## config.mk

```make
export PLATFORM = sky130hd
export DESIGN_NAME = trig_hist_chain
export DESIGN_NICKNAME = d
export VERILOG_FILES = /design/src/rtl/trig_hist_pkg.sv /design/src/rtl/trig_hist_shift.sv /design/src/rtl/trig_hist_chain_ctl.sv /design/src/rtl/trig_hist_mon.sv /design/src/rtl/trig_hist_chain.sv
export SDC_FILE = /design/constraint.sdc
export NUM_CORES = 1
export LEC_CHECK = 0
export ABC_AREA = 1
export BUFFER_PORTS_ARGS = -buffer_cell sky130_fd_sc_hd__buf_2
export CAP_MARGIN = 10
export CORE_MARGIN = 8
export CORE_UTILIZATION = 54
export CTS_BUF_LIST = sky130_fd_sc_hd__clkbuf_4
export DETAILED_ROUTE_END_ITERATION = 7
export PLACE_DENSITY = 0.93
export SLEW_MARGIN = 0
export SYNTH_ARGS = -nofsm -noshare
export SYNTH_HDL_FRONTEND = slang
export SYNTH_SLANG_ARGS = --single-unit
export TNS_END_PERCENT = 1
```

## constraint.sdc

```tcl
create_clock -name clk -period 1.95 [get_ports clk]
set_input_delay 0.39 -clock clk [delete_from_list [all_inputs] [get_ports clk]]
set_output_delay 0.39 -clock clk [all_outputs]
set_load 0.01 [all_outputs]
```

## src/rtl/trig_hist_pkg.sv

```systemverilog
package trig_hist_pkg;
    localparam int NCH_DEF   = 4;
    localparam int DEPTH_DEF = 4;
    localparam int CNT_W_DEF = 4;
    localparam int ST_IN_BIT  = 0;
    localparam int ST_OUT_BIT = 1;
    localparam int ST_EN_BIT  = 2;
    localparam int ST_W       = 3;
endpackage

```

## src/rtl/trig_hist_shift.sv

```systemverilog
module trig_hist_shift
    import trig_hist_pkg::*;
#(
    parameter int NCH   = NCH_DEF,
    parameter int DEPTH = DEPTH_DEF,
    localparam int WW   = NCH * DEPTH
) (
    input  logic           clk,
    input  logic           rst_n,
    input  logic           cycle_strobe,
    input  logic [NCH-1:0] fired,
    output logic [WW-1:0]  hist_word
);
    typedef struct packed {
        logic [DEPTH-1:0][NCH-1:0] stage;
    } hs_t;

    hs_t r_d, r_q;

    always_comb begin
        r_d = r_q;
        if (cycle_strobe) begin
            r_d.stage[0] = fired;
            for (int k = 1; k < DEPTH; k++) begin
                r_d.stage[k] = r_q.stage[k-1];
            end
        end
    end

    always_ff @(posedge clk or negedge rst_n) begin
        if (!rst_n) r_q <= '0;
        else        r_q <= r_d;
    end

    // Age a lands in slot DEPTH-1-a; channel n at offset n within the slot
    for (genvar a = 0; a < DEPTH; a++) begin : g_age
        for (genvar n = 0; n < NCH; n++) begin : g_ch
            assign hist_word[(DEPTH-1-a)*NCH + n] = r_q.stage[a][n];
        end
    end

    a_r2_hold_without_strobe: assert property (@(posedge clk) disable iff (!rst_n)
        !cycle_strobe |=> $stable(hist_word));
    a_r3_current_slot: assert property (@(posedge clk) disable iff (!rst_n)
        cycle_strobe |=> hist_word[WW-1 -: NCH] == $past(fired));
    a_r4_age_moves: assert property (@(posedge clk) disable iff (!rst_n)
        cycle_strobe |=> hist_word[WW-NCH-1:0] == $past(hist_word[WW-1:NCH]));
endmodule

```

## src/rtl/trig_hist_chain_ctl.sv

```systemverilog
module trig_hist_chain_ctl
    import trig_hist_pkg::*;
#(
    parameter int CNT_W = CNT_W_DEF
) (
    input  logic             clk,
    input  logic             rst_n,
    input  logic             rd_enable,
    input  logic [CNT_W-1:0] term_count,
    input  logic             rd_word,
    input  logic             chain_in_n,
    output logic             chain_out_n,
    output logic [CNT_W-1:0] cur_count
);
    typedef struct packed {
        logic [CNT_W-1:0] cnt;
    } cc_t;

    cc_t r_d, r_q;
    logic reached;

    always_comb begin
        r_d = r_q;
        if (!rd_enable || chain_in_n) begin
            r_d.cnt = '0;
        end else if (rd_word && (r_q.cnt != term_count)) begin
            r_d.cnt = r_q.cnt + 1'b1;
        end
    end

    always_ff @(posedge clk or negedge rst_n) begin
        if (!rst_n) r_q <= '0;
        else        r_q <= r_d;
    end

    assign reached     = !chain_in_n && (r_q.cnt == term_count);
    assign chain_out_n = rd_enable ? !reached : chain_in_n;
    assign cur_count   = r_q.cnt;

    a_r6_idle_count: assert property (@(posedge clk) disable iff (!rst_n)
        !rd_enable |=> cur_count == '0);
    a_r7_step: assert property (@(posedge clk) disable iff (!rst_n)
        (rd_enable && !chain_in_n && rd_word && cur_count != term_count)
        |=> cur_count == $past(cur_count) + 1'b1);
    a_r7_saturate: assert property (@(posedge clk) disable iff (!rst_n)
        (rd_enable && !chain_in_n && cur_count == term_count)
        |=> cur_count == $past(cur_count));
    a_r8_quiet_when_inactive: assert property (@(posedge clk) disable iff (!rst_n)
        (rd_enable && chain_in_n) |-> chain_out_n);
    a_r9_clear: assert property (@(posedge clk) disable iff (!rst_n)
        chain_in_n |=> cur_count == '0);
endmodule

```

## src/rtl/trig_hist_mon.sv

```systemverilog
module trig_hist_mon
    import trig_hist_pkg::*;
#(
    parameter int WW = NCH_DEF * DEPTH_DEF
) (
    input  logic          clk,
    input  logic          rst_n,
    input  logic          mon_capture,
    input  logic [WW-1:0] word_in,
    output logic [WW-1:0] mon_word
);
    typedef struct packed {
        logic [WW-1:0] snap;
    } mn_t;

    mn_t r_d, r_q;

    always_comb begin
        r_d = r_q;
        if (mon_capture) r_d.snap = word_in;
    end

    always_ff @(posedge clk or negedge rst_n) begin
        if (!rst_n) r_q <= '0;
        else        r_q <= r_d;
    end

    assign mon_word = r_q.snap;

    a_r5_hold: assert property (@(posedge clk) disable iff (!rst_n)
        !mon_capture |=> $stable(mon_word));
    a_r5_load: assert property (@(posedge clk) disable iff (!rst_n)
        mon_capture |=> mon_word == $past(word_in));
endmodule

```

## src/rtl/trig_hist_chain.sv

```systemverilog
module trig_hist_chain
    import trig_hist_pkg::*;
#(
    parameter int NCH   = NCH_DEF,
    parameter int DEPTH = DEPTH_DEF,
    parameter int CNT_W = CNT_W_DEF,
    localparam int WW   = NCH * DEPTH
) (
    input  logic             clk,
    input  logic             rst_n,
    input  logic             cycle_strobe,
    input  logic [NCH-1:0]   fired,
    input  logic             mon_capture,
    input  logic             rd_enable,
    input  logic [CNT_W-1:0] term_count,
    input  logic             rd_word,
    input  logic             chain_in_n,
    output logic             chain_out_n,
    output logic [CNT_W-1:0] cur_count,
    output logic [ST_W-1:0]  status,
    output logic [WW-1:0]    hist_word,
    output logic [WW-1:0]    mon_word
);
    trig_hist_shift #(.NCH(NCH), .DEPTH(DEPTH)) u_shift (
        .clk          (clk),
        .rst_n        (rst_n),
        .cycle_strobe (cycle_strobe),
        .fired        (fired),
        .hist_word    (hist_word)
    );

    trig_hist_mon #(.WW(WW)) u_mon (
        .clk         (clk),
        .rst_n       (rst_n),
        .mon_capture (mon_capture),
        .word_in     (hist_word),
        .mon_word    (mon_word)
    );

    trig_hist_chain_ctl #(.CNT_W(CNT_W)) u_chain (
        .clk         (clk),
        .rst_n       (rst_n),
        .rd_enable   (rd_enable),
        .term_count  (term_count),
        .rd_word     (rd_word),
        .chain_in_n  (chain_in_n),
        .chain_out_n (chain_out_n),
        .cur_count   (cur_count)
    );

    always_comb begin
        status             = '0;
        status[ST_IN_BIT]  = chain_in_n;
        status[ST_OUT_BIT] = chain_out_n;
        status[ST_EN_BIT]  = rd_enable;
    end

    a_r1_reset_clear: assert property (@(posedge clk)
        !rst_n |-> (hist_word == '0 && mon_word == '0 && cur_count == '0));
endmodule

```

==> summary.md <==
| Metric | Value |
|---|---|
| Dpl cell area | 1772 µm² |
| Largest net degree at the start of global routing | 37 |
| Total track usage | 0.1375 |
| Instance count of the mapped netlist | 163 |
| Max Slew Vio Count | 0 |
| CP max-delay cell | dfrtp_1 |
| M1 WL | 1.268 mm |
| Share of post-route cells with drive strength above 1 | 0.3211 |
| Final Cell Area | 1842 µm² |
| Min cycle time layout | 1.756 ns |
| CP Cell Sequence | inv_1 -> nand2_1 -> nand2_1 -> nor2_2 -> nand2_2 -> nand2_1 -> nand2_1 -> buf_2 |
| Routed wl met2 | 1.615 mm |
| CP endpoint | status[1] |
| Maxcap violations | 0 |
| Most common cell after layout, fill and taps aside | buf_2 |
| Via Count | 1252 |
| Crit path launch | u_chain.cur_count[3] |
| Deepest clock path buffer count | 2 |
| Post-Syn Nets | 179 |
| Switching Power | 456.0 µW |
| Post-Synth Simple-Gate Area | 0.1762 |
| Post-route core utilization | 0.6796 |
| Final Hold Fails | 0 |
| Register-to-register setup slack | 0.74 ns |
| Post-synthesis compound-gate area fraction | 0.08933 |
| Synth warn | 0 |
| Die Y | 68.93 µm |
| # nets final | 233 |
| Reg power frac | 0.575 |
| Pwr Total | 1.543 mW |
| Worst Skew | 0.009539 ns |
| Mux cell area share after synthesis | 0.03722 |
| Largest family of logic cells by synthesized area | simple AND/OR/NAND/NOR gates |
| Highest routed layer | met4 |
| Post-route ant nets | 0 |
| CTS Buf Count | 5 |
| R2R Path Start | u_chain.cur_count[3] |
| HP Class | in -> async |
| # H-tree levels | 2 |
| Critical path class | reg -> out |
| Internal Power | 1.087 mW |
| Max VDD drop | 0.6344 mV |
| CP Capture Type | primary output |
| First-pass GRT wire length | 4.912 mm |
| Critical path's largest stage delay | 0.42 ns |
| Max-slew headroom | 0.4986 |
| Drt wl/cell | 12.64 µm |
| CTS tree | done |
| Mapped Area | 1513 µm² |
| Worst setup SP type | register |
| Setup TNS | 0 ns |
| Fillers | 241 |
| I/O pin count | 55 |
| Setup Viol. Count Final | 0 |
| Antenna Cells | 0 |
| Commonest cells after routing, fill and taps aside | buf_2 (54), dfrtp_1 (33), nand2_1 (32) |
| Final setup margin | 0.1940 ns |
| Worst Tran Pin Value | 0.7520 ns |
| Leak | 1.005 nW |
| WL final | 3.148 mm |
| Synth Area in XOR/XNOR | 0.005790 |
| RD Place Congestion | 0.8061 |
| Core area | 2710 µm² |
| FP Rows | 19 |
| Fmax | 0.5695 GHz |
| Reg2reg path depth | 9 |
| Die area | 4751 µm² |
| RSZ-0062 raised after global routing | false |
| Clock Pin Slew Worst Setup and Hold Paths | 0.10 ns |
| CP top delay family | flip-flops |
| Gate power share | 0.195 |
| Vias in the first global route | 1145 |
| Top cell by count, worst path | nand2_1 |
| Post-synthesis register bit count | 36 |
| Netlist cell types | 18 |
| Synthesis-to-layout area growth | 21.75% |
| R2r endpoint | u_chain.cur_count[0] |
| Levels on crit path | 8 |
| Worst Path Arrival | 1.37 ns |
| Avg Vias per Cell | 5.028 |
| Worst path buffer plus inverter count | 2 |
| Pwr/cell area | 837.8 nW/µm² |
| Fin crit share | 0.9005 |
| Setup slack at placement | 0.4632 ns |
| Initial antenna violation count | 0 |
| Sw Share | 0.2955 |
| Clk_lat worst skew | 0.33 ns |
| Outcome | finished, final reports clean |
| CP Data Required Time | 1.56 ns |
| Post-synthesis adder-cell area fraction | 0.008271 |
| Total gr overflow | 0 |
| HPWL after detailed placement | 2.355 mm |
| Avg Inst Size Synth | 9.280 µm² |
| Drt pass-1 iters | 4 |
| DRC violations left | 0 |
| Clock share of power | 0.230 |
| Initial Utilization | 0.5582 |
| DR WL met3 | 217 µm |
| Worst-path fanout max | 5 |
| Clock sinks | 36 |
| Port Buf Inserts | 54 |
| Initial DRC count | 67 |
| Sequential-to-total area share from yosys stat | 0.5955 |
| Clk Tree Root Cell | clkbuf_4 |
| Die Wd | 68.93 µm |
-- sequential cells by signal, summed over array words and instances, names as in the netlist --
register,count
u_chain.cur_count,4
u_mon.mon_word,16
u_shift.hist_word,16
-- cells in the mapped netlist, drive strengths merged --
cell type / n / share of area
dfrtp: 36 / 0.60
nand3: 5 / 0.017
inv: 22 / 0.055
mux2: 5 / 0.037
xor2: 1 / 0.0058
nand4: 5 / 0.021
o21ai: 11 / 0.036
ha: 1 / 0.0083
buf: 7 / 0.028
nor2: 18 / 0.048
nand2: 34 / 0.091
clkbuf: 2 / 0.0050
a21oi: 16 / 0.053
-- worst reg2reg max path, delay by kind of cell, from the launching register on --
kind	cells	cell delay, ns
AND/OR/NAND/NOR	7	0.50
buffers and inverters	2	0.23
flip-flops	1	0.42
-- repair_timing --
item / in CTS / in global routing
hold buffers: 0 / 0
resized for setup: 0 / 3
endpoints found under the setup margin: 0 / 2
setup buffers: 0 / 2
-- per-stage QoR --
stage               cells  hold slack (ns)
floorplan             163          0.09441
global placement      239           0.4634
detailed placement    239           0.4736
CTS                   247           0.1334
global route          249           0.1748
finish                249           0.1203
-- kinds of logic after synthesis --
kind of cell / count (synthesis)
fa+ha+maj: 1
simple gates: 62
compound gates: 27
mux: 5
buf+inv: 31
xor+xnor: 1
flops: 36
-- worst min path at each step --
stage	startpoint	to	slack (ns)
after floorplan	rst_n	u_chain.cur_count[0]	0.09
after global placement	u_mon.mon_word[3]	u_mon.mon_word[3]	0.46
after detailed placement	u_mon.mon_word[11]	u_mon.mon_word[11]	0.47
after CTS	rst_n	u_shift.hist_word[10]	0.13
after global routing	rst_n	u_mon.mon_word[2]	0.17
final	rst_n	u_mon.mon_word[4]	0.12
-- metal layers --
metal  up-vias  global-route usage
met2        34              0.2463
met4         0             0.06266
met1       591              0.1431
li1        622                   -
met5         -                   0
met3         5             0.04362
-- power by group through the flow --
stage | sequential (mW) | clock (mW) | combinational, mW
CTS | 0.888 | 0.368 | 0.307
floorplan | 0.940 | 0 | 0.116
global route | 0.898 | 0.401 | 0.337
global placement | 0.895 | 0 | 0.298
finish | 0.886 | 0.356 | 0.301
detailed placement | 0.902 | 0 | 0.307
-- layout make-up --
| type | instances | area [µm²] | area share |
|---|---|---|---|
| repair buffers | 56 | 285.3 | 0.1549 |
| clock inverters | 3 | 13.76 | 0.007473 |
| multi-input cells | 96 | 479.2 | 0.2602 |
| clock buffers | 5 | 37.54 | 0.02038 |
| inverters | 22 | 82.58 | 0.04484 |
| well taps | 31 | 38.79 | 0.02106 |
| flip-flops and latches | 36 | 904.6 | 0.4912 |
Note: power is estimated with default switching activity, not from simulation.
